`src/rtl/tlb_pkg.sv`:
```
package tlb_pkg;
  // register image layout
  localparam int HI_SHIFT  = 11;
  localparam int LO_SHIFT  = 6;
  localparam int LO_C_BIT  = 3;
  localparam int LO_D_BIT  = 2;
  localparam int LO_V_BIT  = 1;
  localparam int LO_G_BIT  = 0;
  // attribute triple ordering on the write port
  localparam int CDV_C = 2;
  localparam int CDV_D = 1;
  localparam int CDV_V = 0;
endpackage

```
`src/rtl/tlb_entry_store.sv`:
```
module tlb_entry_store #(
  parameter int N      = 8,
  parameter int VPN_W  = 19,
  parameter int ASID_W = 8,
  parameter int PFN_W  = 20,
  parameter int IW     = 3
) (
  input  logic                            clk,
  input  logic                            rst_n,
  input  logic                            flush,
  input  logic                            wr_en,
  input  logic [IW:0]                     wr_idx,
  input  logic [VPN_W-1:0]                wr_vpn,
  input  logic [VPN_W-1:0]                wr_mask,
  input  logic [ASID_W-1:0]               wr_asid,
  input  logic                            wr_g,
  input  logic [1:0][PFN_W-1:0]           wr_pfn,
  input  logic [1:0]                      wr_c,
  input  logic [1:0]                      wr_d,
  input  logic [1:0]                      wr_v,
  output logic [N-1:0][VPN_W-1:0]         e_vpn,
  output logic [N-1:0][VPN_W-1:0]         e_mask,
  output logic [N-1:0][ASID_W-1:0]        e_asid,
  output logic [N-1:0]                    e_g,
  output logic [N-1:0][1:0][PFN_W-1:0]    e_pfn,
  output logic [N-1:0][1:0]               e_c,
  output logic [N-1:0][1:0]               e_d,
  output logic [N-1:0][1:0]               e_v,
  output logic                            wr_err
);
  localparam logic [IW:0] LIMIT = (IW+1)'(N);

  logic wr_bad;
  assign wr_bad = wr_en && (wr_idx >= LIMIT);

  always_ff @(posedge clk or negedge rst_n) begin
    if (!rst_n) wr_err <= 1'b0;
    else        wr_err <= wr_bad;
  end

  for (genvar g = 0; g < N; g++) begin : g_slot
    logic take;
    assign take = wr_en && (wr_idx == (IW+1)'(g));
    always_ff @(posedge clk or negedge rst_n) begin
      if (!rst_n) begin
        e_vpn[g]  <= '0;
        e_mask[g] <= '0;
        e_asid[g] <= '0;
        e_g[g]    <= 1'b0;
        e_pfn[g]  <= '0;
        e_c[g]    <= '0;
        e_d[g]    <= '0;
        e_v[g]    <= '0;
      end else if (flush) begin
        e_vpn[g]  <= '0;
        e_mask[g] <= '0;
        e_asid[g] <= '0;
        e_g[g]    <= 1'b0;
        e_pfn[g]  <= '0;
        e_c[g]    <= '0;
        e_d[g]    <= '0;
        e_v[g]    <= '0;
      end else if (take) begin
        e_vpn[g]  <= wr_vpn;
        e_mask[g] <= wr_mask;
        e_asid[g] <= wr_asid;
        e_g[g]    <= wr_g;
        e_pfn[g]  <= wr_pfn;
        e_c[g]    <= wr_c;
        e_d[g]    <= wr_d;
        e_v[g]    <= wr_v;
      end
    end
  end
endmodule

```
`src/rtl/tlb_match_array.sv`:
```
module tlb_match_array #(
  parameter int N      = 8,
  parameter int VPN_W  = 19,
  parameter int ASID_W = 8,
  parameter int IW     = 3
) (
  input  logic [N-1:0][VPN_W-1:0]  e_vpn,
  input  logic [N-1:0][VPN_W-1:0]  e_mask,
  input  logic [N-1:0][ASID_W-1:0] e_asid,
  input  logic [N-1:0]             e_g,
  input  logic [N-1:0]             e_live,
  input  logic [VPN_W-1:0]         q_vpn,
  input  logic [ASID_W-1:0]        q_asid,
  output logic [N-1:0]             first_vec,
  output logic                     found,
  output logic [IW-1:0]            idx
);
  function automatic logic slot_hit(
    input logic [VPN_W-1:0]  svpn,
    input logic [VPN_W-1:0]  smask,
    input logic [ASID_W-1:0] sasid,
    input logic              sg,
    input logic              slive,
    input logic [VPN_W-1:0]  qv,
    input logic [ASID_W-1:0] qa
  );
    logic page_eq, id_eq;
    page_eq = ((svpn ^ qv) & ~smask) == '0;
    id_eq   = sg || (sasid == qa);
    return slive && page_eq && id_eq;
  endfunction

  logic [N-1:0] raw;

  for (genvar g = 0; g < N; g++) begin : g_cmp
    assign raw[g] = slot_hit(e_vpn[g], e_mask[g], e_asid[g], e_g[g], e_live[g],
                             q_vpn, q_asid);
  end

  // isolate the lowest set bit: lowest index wins
  assign first_vec = raw & (~raw + 1'b1);
  assign found     = |raw;

  always_comb begin
    idx = '0;
    for (int i = N - 1; i >= 0; i--) begin
      if (raw[i]) idx = IW'(i);
    end
  end
endmodule

```
`src/rtl/tlb_victim_ptr.sv`:
```
module tlb_victim_ptr #(
  parameter int N  = 8,
  parameter int IW = 3
) (
  input  logic          clk,
  input  logic          rst_n,
  input  logic          flush,
  input  logic          step,
  output logic [IW-1:0] ptr
);
  localparam logic [IW-1:0] LAST = IW'(N - 1);

  always_ff @(posedge clk or negedge rst_n) begin
    if (!rst_n)     ptr <= '0;
    else if (flush) ptr <= '0;
    else if (step)  ptr <= (ptr == LAST) ? '0 : ptr + 1'b1;
  end
endmodule

```
`src/rtl/masked_asid_tlb.sv`:
```
module masked_asid_tlb #(
  parameter int             ENTRIES  = 8,
  parameter int             VA_W     = 32,
  parameter int             PG_SHIFT = 12,
  parameter int             ASID_W   = 8,
  parameter int             PFN_W    = 20,
  parameter logic [31:0]    UC_PAT   = 32'hA000_0000,
  localparam int            IW       = $clog2(ENTRIES),
  localparam int            PN_W     = VA_W - PG_SHIFT,
  localparam int            VPN_W    = PN_W - 1,
  localparam int            HI_W     = VPN_W + tlb_pkg::HI_SHIFT,
  localparam int            LO_W     = PFN_W + tlb_pkg::LO_SHIFT
) (
  input  logic              clk,
  input  logic              rst_n,
  input  logic              flush,
  input  logic [PN_W-1:0]   lk_page,
  input  logic [ASID_W-1:0] lk_asid,
  output logic              lk_hit,
  output logic [IW-1:0]     lk_idx,
  output logic              lk_odd,
  output logic [PFN_W-1:0]  lk_pfn,
  output logic              lk_cache,
  output logic              lk_dirty,
  output logic              lk_uncached,
  input  logic [VPN_W-1:0]  pr_vpn,
  input  logic [ASID_W-1:0] pr_asid,
  output logic [IW:0]       pr_idx,
  input  logic              wr_en,
  input  logic [IW:0]       wr_idx,
  input  logic [VPN_W-1:0]  wr_vpn,
  input  logic [VPN_W-1:0]  wr_mask,
  input  logic [ASID_W-1:0] wr_asid,
  input  logic              wr_global,
  input  logic [PFN_W-1:0]  wr_pfn0,
  input  logic [PFN_W-1:0]  wr_pfn1,
  input  logic [2:0]        wr_cdv0,
  input  logic [2:0]        wr_cdv1,
  output logic              wr_err,
  input  logic              rd_next,
  output logic [IW-1:0]     rd_idx,
  output logic [HI_W-1:0]   rd_hi,
  output logic [HI_W-1:0]   rd_mask,
  output logic [LO_W-1:0]   rd_lo0,
  output logic [LO_W-1:0]   rd_lo1
);
  import tlb_pkg::*;

  localparam logic [PN_W-1:0] UC_PG = UC_PAT[VA_W-1:PG_SHIFT];

  // ---------------- arithmetic helpers ----------------
  function automatic logic pick_odd(input logic [PN_W-1:0] page,
                                    input logic [VPN_W-1:0] msk);
    logic [PN_W-1:0] ext, onehot;
    ext    = {1'b0, msk};
    onehot = ~ext & (ext + 1'b1);   // lowest zero of the mask
    return |(page & onehot);
  endfunction

  function automatic logic [HI_W-1:0] pack_hi(input logic [VPN_W-1:0] v,
                                              input logic [ASID_W-1:0] a);
    logic [HI_W-1:0] img;
    img = '0;
    img[HI_W-1:HI_SHIFT] = v;
    img[ASID_W-1:0]      = a;
    return img;
  endfunction

  function automatic logic [LO_W-1:0] pack_lo(input logic [PFN_W-1:0] f,
                                              input logic c, input logic d,
                                              input logic v, input logic g);
    logic [LO_W-1:0] img;
    img = '0;
    img[LO_W-1:LO_SHIFT] = f;
    img[LO_C_BIT]        = c;
    img[LO_D_BIT]        = d;
    img[LO_V_BIT]        = v;
    img[LO_G_BIT]        = g;
    return img;
  endfunction

  // ---------------- storage ----------------
  logic [ENTRIES-1:0][VPN_W-1:0]      e_vpn, e_mask;
  logic [ENTRIES-1:0][ASID_W-1:0]     e_asid;
  logic [ENTRIES-1:0]                 e_g, e_live;
  logic [ENTRIES-1:0][1:0][PFN_W-1:0] e_pfn;
  logic [ENTRIES-1:0][1:0]            e_c, e_d, e_v;

  logic [1:0][PFN_W-1:0] w_pfn;
  logic [1:0]            w_c, w_d, w_v;
  assign w_pfn = {wr_pfn1, wr_pfn0};
  assign w_c   = {wr_cdv1[CDV_C], wr_cdv0[CDV_C]};
  assign w_d   = {wr_cdv1[CDV_D], wr_cdv0[CDV_D]};
  assign w_v   = {wr_cdv1[CDV_V], wr_cdv0[CDV_V]};

  tlb_entry_store #(.N(ENTRIES), .VPN_W(VPN_W), .ASID_W(ASID_W), .PFN_W(PFN_W), .IW(IW)) u_store (
    .clk(clk), .rst_n(rst_n), .flush(flush),
    .wr_en(wr_en), .wr_idx(wr_idx), .wr_vpn(wr_vpn), .wr_mask(wr_mask),
    .wr_asid(wr_asid), .wr_g(wr_global), .wr_pfn(w_pfn), .wr_c(w_c), .wr_d(w_d), .wr_v(w_v),
    .e_vpn(e_vpn), .e_mask(e_mask), .e_asid(e_asid), .e_g(e_g),
    .e_pfn(e_pfn), .e_c(e_c), .e_d(e_d), .e_v(e_v), .wr_err(wr_err)
  );

  for (genvar g = 0; g < ENTRIES; g++) begin : g_live
    assign e_live[g] = |e_v[g];
  end

  // ---------------- lookup ----------------
  logic [ENTRIES-1:0] lk_first;
  logic               lk_found;
  logic [IW-1:0]      lk_i;

  tlb_match_array #(.N(ENTRIES), .VPN_W(VPN_W), .ASID_W(ASID_W), .IW(IW)) u_lk (
    .e_vpn(e_vpn), .e_mask(e_mask), .e_asid(e_asid), .e_g(e_g), .e_live(e_live),
    .q_vpn(lk_page[PN_W-1:1]), .q_asid(lk_asid),
    .first_vec(lk_first), .found(lk_found), .idx(lk_i)
  );

  assign lk_idx   = lk_i;
  assign lk_odd   = pick_odd(lk_page, e_mask[lk_i]);
  assign lk_hit   = lk_found && e_v[lk_i][lk_odd];
  assign lk_pfn   = e_pfn[lk_i][lk_odd];
  assign lk_cache = e_c[lk_i][lk_odd];
  assign lk_dirty = e_d[lk_i][lk_odd];

  assign lk_uncached = (lk_page & UC_PG) == UC_PG;

  // ---------------- probe ----------------
  logic [ENTRIES-1:0] pr_first;
  logic               pr_found;
  logic [IW-1:0]      pr_i;

  tlb_match_array #(.N(ENTRIES), .VPN_W(VPN_W), .ASID_W(ASID_W), .IW(IW)) u_pr (
    .e_vpn(e_vpn), .e_mask(e_mask), .e_asid(e_asid), .e_g(e_g), .e_live(e_live),
    .q_vpn(pr_vpn), .q_asid(pr_asid),
    .first_vec(pr_first), .found(pr_found), .idx(pr_i)
  );

  assign pr_idx = pr_found ? {1'b0, pr_i} : '1;

  // ---------------- indexed read ----------------
  tlb_victim_ptr #(.N(ENTRIES), .IW(IW)) u_ptr (
    .clk(clk), .rst_n(rst_n), .flush(flush), .step(rd_next), .ptr(rd_idx)
  );

  always_comb begin
    rd_hi   = pack_hi(e_vpn[rd_idx], e_asid[rd_idx]);
    rd_mask = '0;
    rd_mask[HI_W-1:HI_SHIFT] = e_mask[rd_idx];
    rd_lo0  = pack_lo(e_pfn[rd_idx][0], e_c[rd_idx][0], e_d[rd_idx][0],
                      e_v[rd_idx][0], e_g[rd_idx]);
    rd_lo1  = pack_lo(e_pfn[rd_idx][1], e_c[rd_idx][1], e_d[rd_idx][1],
                      e_v[rd_idx][1], e_g[rd_idx]);
  end
endmodule

```
`config.mk`:
```
export PLATFORM = sky130hd
export DESIGN_NAME = masked_asid_tlb
export DESIGN_NICKNAME = d
export VERILOG_FILES = /design/src/rtl/tlb_pkg.sv /design/src/rtl/tlb_entry_store.sv /design/src/rtl/tlb_match_array.sv /design/src/rtl/tlb_victim_ptr.sv /design/src/rtl/masked_asid_tlb.sv
export SDC_FILE = /design/constraint.sdc
export NUM_CORES = 2
export LEC_CHECK = 0
export BUFFER_PORTS_ARGS = -buffer_cell sky130_fd_sc_hd__buf_2
export CAP_MARGIN = 20
export CELL_PAD_IN_SITES_DETAIL_PLACEMENT = 2
export CELL_PAD_IN_SITES_GLOBAL_PLACEMENT = 2
export CORE_MARGIN = 8
export CORE_UTILIZATION = 35
export CTS_CLUSTER_SIZE = 10
export DETAILED_ROUTE_END_ITERATION = 6
export PLACE_DENSITY = 0.89
export SETUP_SLACK_MARGIN = 0.2
export SLEW_MARGIN = 20
export SYNTH_ARGS = -nofsm -noshare
export SYNTH_HDL_FRONTEND = slang
export SYNTH_SLANG_ARGS = --single-unit
```
`constraint.sdc`:
```
create_clock -name clk -period 5.1 [get_ports clk]
set_clock_uncertainty 0.15 [all_clocks]
set_input_delay 0.765 -clock clk [delete_from_list [all_inputs] [get_ports clk]]
set_output_delay 0.765 -clock clk [all_outputs]
set_load 0.005 [all_outputs]
```
# After elaboration in Yosys (flattened, before gate mapping)
# Index checks and enable logic that the tools add are counted.
[op_classes]
addsub = 2
n_lt_le_gt_ge = 4
eq_ne = 25
muxes = 182
n_bitwise = 43
reduce_logical = 95
[op_table]
columns = ["op", "count"]
rows = [
  ["$mux 40", 18],
  ["$mux 19", 35],
  ["$and 19x19->19", 16],
  ["$logic_not 19->1", 16],
  ["$xor 19x19->19", 16],
  ["$bmux 40 s3", 2],
  ["$bmux 19 s3", 3],
  ["$not 19->19", 8],
  ["$mux 8", 17],
  ["$eq 8x8->1", 16],
  ["$mux 2", 54],
  ["$mux 3", 19],
  ["$logic_and 1x1->1", 42],
  ["$and 20x20->20", 2],
  ["$mux 20", 2],
  ["$bmux 2 s3", 6],
  ["$bmux 8 s3", 1],
  ["$mux 1", 23],
  ["$add 19x1->20 const B", 1],
  ["$not 19->20", 1],
  ["$reduce_or 20->1", 1],
  ["$reduce_bool 2->1", 9],
  ["$eq 4x3->1 const B", 4],
  ["$logic_or 1x1->1", 16],
  ["other kinds (13)", 23],
]
[totals]
regBits = 748
inputBits = 157
out_inout_bits = 148
word_cells = 425

# Logic depth before layout (Yosys ltp)
[logic_depth]
depth_word = 22
depth_mapped = 23
ltp_nobuf = 16

# By module
# Synthesis repeated with hierarchy kept, for this count alone.
[hier_totals]
cells_unflattened = 4296
hier_area_um2 = 49693.9
[modules_own_cells]
columns = ["mod", "n_inst", "cells_each", "area_per_inst_um2", "seq_area_each_um2"]
rows = [
  ["tlb_entry_store", 1, 2610, 32627.5, 18642.9],
  ["masked_asid_tlb", 1, 752, 10168.5, 0.0],
  ["tlb_match_array", 2, 461, 3373.2, 0.0],
  ["tlb_victim_ptr", 1, 12, 151.4, 75.1],
]

# Worst setup path before layout
# OpenSTA, ideal clock, no wires.
[synth_timing]
path_type = "in2out"
from = "input lk_asid[1]"
to = "output lk_hit"
arrival_time_ns = 4.260
required_ns = 4.185
slack_ns = -0.075
stages = 18
n_path_buf = 3
cell_sequence = "buf_4 xor2_1 nor4_1 a21oi_1 nand4b_1 o21a_1 o311ai_4 nor3_2 buf_4 a22o_1 a221oi_1 mux2_1 o221a_1 a31oi_1 o221a_1 buf_6 mux2_4 a21oi_2"
[synth_via]
elab_chain_cells = 20
elab_cells_between_ends = 45
classes_between = "add/sub (1); eq/ne (8); mux (14); bitwise (3); reduce/logical (19)"
[synth_lines]
columns = ["element", "line", "rtl"]
rows = [
  ["from (decl)", "masked_asid_tlb.sv:18", "input logic [ASID_W-1:0] lk_asid,"],
  ["$eq 8x8->1", "tlb_match_array.sv:29", "id_eq = sg || (sasid == qa);"],
  ["$logic_or 1x1->1", "tlb_match_array.sv:29", ""],
  ["$logic_and 1x1->1", "tlb_match_array.sv:30", "return slive && page_eq && id_eq;"],
  ["$mux 3 (8 in a row)", "tlb_match_array.sv:47", "if (raw[i]) idx = IW'(i);"],
  ["$bmux 19 s3", "masked_asid_tlb.sv:120", "assign lk_odd = pick_odd(lk_page, e_mask[lk_i]);"],
  ["$mux 19 (implied by the code)", "masked_asid_tlb.sv:120", ""],
  ["$add 19x1->20 or $not 19->20 (tied branches)", "masked_asid_tlb.sv:56", "onehot = ~ext & (ext + 1'b1);"],
  ["$and 20x20->20", "masked_asid_tlb.sv:56", ""],
  ["$and 20x20->20", "masked_asid_tlb.sv:57", "return |(page & onehot);"],
  ["$reduce_or 20->1", "masked_asid_tlb.sv:57", ""],
  ["$mux 1 (implied by the code) (2 in a row)", "masked_asid_tlb.sv:121", "assign lk_hit = lk_found && e_v[lk_i][lk_odd];"],
  ["$logic_and 1x1->1 *", "masked_asid_tlb.sv:121", ""],
  ["to (decl)", "masked_asid_tlb.sv:19", "output logic lk_hit,"],
]
# Every way passes the cells marked *; elsewhere a longest branch is shown, timed or not. The select of a mux whose other input is x is not followed.

# Worst setup path after layout
[layout_timing]
from = "register u_store.e_asid[9] in the netlist's numbering"
to = "output lk_pfn[3]"
[layout_via]
elab_chain_cells = 13
elab_cells_between_ends = 16
classes_between = "add/sub (1); eq/ne (1); mux (8); bitwise (3); reduce/logical (3)"
[layout_lines]
columns = ["element", "line", "rtl"]
rows = [
  ["from (decl)", "tlb_entry_store.sv:23", "output logic [N-1:0][ASID_W-1:0] e_asid,"],
  ["from (signal, indexed assignment)", "tlb_entry_store.sv:66", "e_asid[g] <= wr_asid;"],
  ["$eq 8x8->1 *", "tlb_match_array.sv:29", ""],
  ["$logic_or 1x1->1 *", "tlb_match_array.sv:29", ""],
  ["$logic_and 1x1->1 *", "tlb_match_array.sv:30", ""],
  ["$mux 3 * (2 in a row)", "tlb_match_array.sv:47", ""],
  ["$bmux 19 s3", "masked_asid_tlb.sv:120", ""],
  ["$mux 19 (implied by the code)", "masked_asid_tlb.sv:120", ""],
  ["$add 19x1->20 or $not 19->20 (tied branches)", "masked_asid_tlb.sv:56", ""],
  ["$and 20x20->20", "masked_asid_tlb.sv:56", ""],
  ["$and 20x20->20", "masked_asid_tlb.sv:57", ""],
  ["$reduce_or 20->1", "masked_asid_tlb.sv:57", ""],
  ["$mux 20 (implied by the code) * (2 in a row)", "masked_asid_tlb.sv:122", "assign lk_pfn = e_pfn[lk_i][lk_odd];"],
  ["to (decl)", "masked_asid_tlb.sv:22", "output logic [PFN_W-1:0] lk_pfn,"],
]
# Marks and branches as above.

==> summary.md <==
| Metric | Value |
|---|---|
| Total of flip-flops plus latches after synthesis | `748` |
| Sequential cell area | `18750 µm²` |
| Number of nets in the layout | `6265` |
| Critical path peak fanout | `143` |
| Area added between synthesis and finish | `25.99%` |
| Clock slew at the register clock pins of the worst setup and hold paths | `0.06 ns` |
| Pin count of the biggest net entering global routing | `144` |
| Total global routing overflow | `0` |
| Number of warning messages in the yosys log | `0` |
| Post-DRT Antenna Nets | `0` |
| Top flip-flop cell by instance count after synthesis | `sky130_fd_sc_hd__dfrtp_1` |
| Mean Syn Cell Area | `8.843 µm²` |
| Leakage power | `24.58 nW` |
| Top achievable clock speed | `149.3 MHz` |
| Clock buffer count from CTS | `98` |
| Count of unique library cells instantiated by Yosys | `72` |
| Number of I/O port buffers | `286` |
| Die Footprint | `147800 µm²` |
| Routability-driven placement congestion ratio | `1.097` |
| Final Hold Viols | `0` |
| Via density | `6.475` |
| CTS tree | `built` |
| Final critical-path share of the clock period | `131.3%` |
| PnR worst setup slack | `-1.599 ns` |
| Count of final setup violators | `24` |
| Inst Count DP | `7766` |
| Site row count | `135` |
| Initial antenna violation count | `41` |
| Maximum count of clock buffers along a single path | `3` |
| Post-Route WL | `325700 µm` |
| Path class of the lowest-slack min-delay path | `input pin to flop` |
| Area of combinational cells with multiple inputs | `26970 µm²` |
| Setup crit start kind | `flop` |
| Max Transition Viols Final | `0` |
| Fin cells | `7991` |
| Minimum clock period | `6.699 ns` |
| TritonRoute pass-1 iters | `6` |
| Placed wire-length estimate after detailed placement | `226000 µm` |
| Register area share after synthesis | `39.40%` |
| Least-Margin Pin Slew | `1.148 ns` |
| Maximum Capacitance Violations | `0` |
| Fraction of layout cells with a size suffix above 1 | `28.19%` |
| Peak supply drop | `0.0002539 V` |
| Iter 0 DRT Violations | `6270` |
| Worst R2R Setup Slack | `2.85 ns` |
| Worst relative slew slack | `23.44%` |
| DR DRC count | `0` |
| Cell area after technology mapping | `47510 µm²` |
| CTS sink cnt | `748` |
| Root cell of the clock tree | `sky130_fd_sc_hd__clkbuf_16` |
| Worst slack after detailed placement | `-1.924 ns` |
| RSZ-0062 raised after global routing | `true` |
| CP endpoint kind | `primary output` |
| Placeable core area | `135100 µm²` |
| Number of instances in the synthesized netlist | `5372` |
| Worst setup path category | `flop to primary output` |
| Tightest hold margin | `0.08693 ns` |
| Insertion delay to the later sink of the worst-skew pair | `0.75 ns` |
| Detail-routed net length per standard cell | `40.76 µm` |
| Die Height | `384.4 µm` |
| Number of enable flip-flop cells after synthesis | `0` |
| Aggregate global-route resource usage | `42.69%` |
| Global-route wire length before repair | `449200 µm` |
| Violations in the final reports | `negative setup slack` |
| Vias in the first global route | `55300` |
| Outcome | `finished, violations left` |
| Starting Density | `35.16%` |
| IO Count | `305` |
| Routed via count | `51740` |
| Die outline width | `384.4 µm` |
| H-tree depth reported by CTS | `3` |
| Data arrival time of the critical path | `5.78 ns` |
| Asr flop ratio synth | `100.0%` |
| Crit path required time | `4.18 ns` |
| Layout fillers | `14560` |
| Power per cell area | `258.2 nW/µm²` |
## per-layer routing
metal	part of all wire, %	track usage, %
met5	0.048	0
met4	9.3	30.18
met3	9.1	9.495
met2	45	67.15
met1	37	51.84
## synth_stat cells (all sizes together), types with 5 or more instances
library cell	number	area share [%]
inv	8	0.068
o22ai	180	2.4
o21a	25	0.40
o21ai	21	0.23
nand4b	6	0.11
buf	198	2.9
o221ai	5	0.092
a21oi	848	9.0
or4	5	0.079
nor4	54	0.71
a22o	7	0.13
mux2i	221	4.7
mux4	186	8.8
clkbuf	342	2.7
nand2	1525	12
o211ai	8	0.16
a211oi	91	1.4
dfrtp	748	39
xnor2	384	7.1
nand4	28	0.37
nor3	27	0.31
nor2	145	1.2
nand3b	8	0.13
nand3	12	0.13
and2	75	0.99
xor2	48	0.88
mux2	104	2.5
and3	5	0.066
## repair_timing
| item | CTS | global route |
|---|---|---|
| endpoints found under the setup margin | 30 | 29 |
| gates cloned | 2 | 2 |
| hold endpoints to repair | 47 | 0 |
| hold buffers | 1 | 0 |
| pin swaps | 20 | 9 |
| resized for setup | 100 | 38 |
| setup buffers | 12 | 4 |
## sequential cells by signal (all words and copies together), names as in the netlist
register        flops
u_store.e_pfn     320
u_store.e_mask    152
u_store.e_vpn     152
u_store.e_asid     64
u_store.e_c        16
u_store.e_d        16
u_store.e_v        16
u_store.e_g         8
u_ptr.ptr           3
u_store.wr_err      1
## placed cells by master (no fill, tap or decap), types with 36 or more instances in the layout
master | Yosys | layout
sky130_fd_sc_hd__nor2_1 | 144 | 140
sky130_fd_sc_hd__clkbuf_1 | 342 | 36
sky130_fd_sc_hd__buf_2 | 24 | 283
sky130_fd_sc_hd__buf_4 | 137 | 815
sky130_fd_sc_hd__dfrtp_1 | 748 | 729
sky130_fd_sc_hd__a211oi_1 | 91 | 91
sky130_fd_sc_hd__clkbuf_16 | 0 | 100
sky130_fd_sc_hd__o22ai_1 | 180 | 173
sky130_fd_sc_hd__mux4_2 | 186 | 186
sky130_fd_sc_hd__mux2_2 | 101 | 101
sky130_fd_sc_hd__xor2_1 | 48 | 47
sky130_fd_sc_hd__nand2_1 | 1524 | 1522
sky130_fd_sc_hd__xnor2_1 | 384 | 349
sky130_fd_sc_hd__a21oi_1 | 839 | 820
sky130_fd_sc_hd__and2_1 | 75 | 74
sky130_fd_sc_hd__buf_12 | 0 | 41
sky130_fd_sc_hd__mux2i_1 | 221 | 218
## worst paths after layout
| check | start | to | depth (start not counted) |
|---|---|---|---|
| max reg2reg | u_ptr.ptr[1] | u_ptr.ptr[2] | 5 |
| max | u_store.e_asid[9] | lk_pfn[3] | 20 |
| min reg2reg | u_store.e_pfn[76] | u_store.e_pfn[76] | 2 |
| min | wr_idx[3] | u_store.wr_err | 2 |
| min in group asynchronous | rst_n | u_store.e_mask[48] | 2 |
| max in group asynchronous | rst_n | u_ptr.ptr[0] | 3 |
## cell type report
class / count / area share, %
Clock buffer: 149 / 4.687
Inverter: 8 / 0.08571
Tap cell: 1781 / 3.723
Timing Repair Buffer: 1157 / 14.47
Sequential cell: 748 / 31.33
Clock inverter: 22 / 0.5205
Antenna cell: 33 / 0.1380
Multi-Input combinational cell: 4093 / 45.06
## per-stage QoR
step           util (%)  power (mW)  cell area [µm²]  setup TNS, ns
2_1_floorplan         -       7.151            47730              0
3_3_place_gp      41.23       8.209            55710         -39.05
3_5_place_dp      41.23       8.267            55710         -45.14
4_1_cts           44.04       15.36            59510         -30.63
5_1_grt           44.25       15.67            59790         -36.29
6_report          44.29       15.45            59850         -36.20
## worst max-delay path, stage by stage (launching register included)
cell and delay (ns):
sky130_fd_sc_hd__dfrtp_1 0.41, sky130_fd_sc_hd__xor2_1 0.47, sky130_fd_sc_hd__nor4_2 0.14, sky130_fd_sc_hd__buf_4 0.17, sky130_fd_sc_hd__a21oi_2 0.36, sky130_fd_sc_hd__nand4b_1 0.18
sky130_fd_sc_hd__buf_4 0.15, sky130_fd_sc_hd__nand2b_1 0.20, sky130_fd_sc_hd__o311ai_4 0.12, sky130_fd_sc_hd__buf_6 0.16, sky130_fd_sc_hd__buf_4 0.13, sky130_fd_sc_hd__buf_4 0.14
sky130_fd_sc_hd__buf_12 0.21, sky130_fd_sc_hd__and2_1 0.44, sky130_fd_sc_hd__a211oi_1 0.39, sky130_fd_sc_hd__a21oi_1 0.10, sky130_fd_sc_hd__buf_4 0.18, sky130_fd_sc_hd__nor2_1 0.37
sky130_fd_sc_hd__o21a_1 0.19, sky130_fd_sc_hd__a21oi_2 0.04, sky130_fd_sc_hd__buf_2 0.13
## where the power goes
group	leakage (nW)	switching (mW)	internal [mW]
Clock	1.51	3.20	3.95
Combinational	12.7	1.47	0.716
Sequential	10.4	0.111	6.01
Total	24.6	4.78	10.7
## cells by family (layout without fill, tap and decap cells)
logic type                 Yosys count  count (layout)  share of synthesized area, %
xor gates and xnor gates           432             432                         7.964
and+or+nand+nor                   1914            1914                         16.49
other                                1              51                      0.007894
adders and majority gates            2               2                       0.05267
AOI/OAI and AO/OA                 1216            1216                         14.43
buffers and inverters              548            1336                         5.710
muxes                              511             511                         15.95
DFF                                748             748                         39.40
Power figures use the tool's default switching activity.
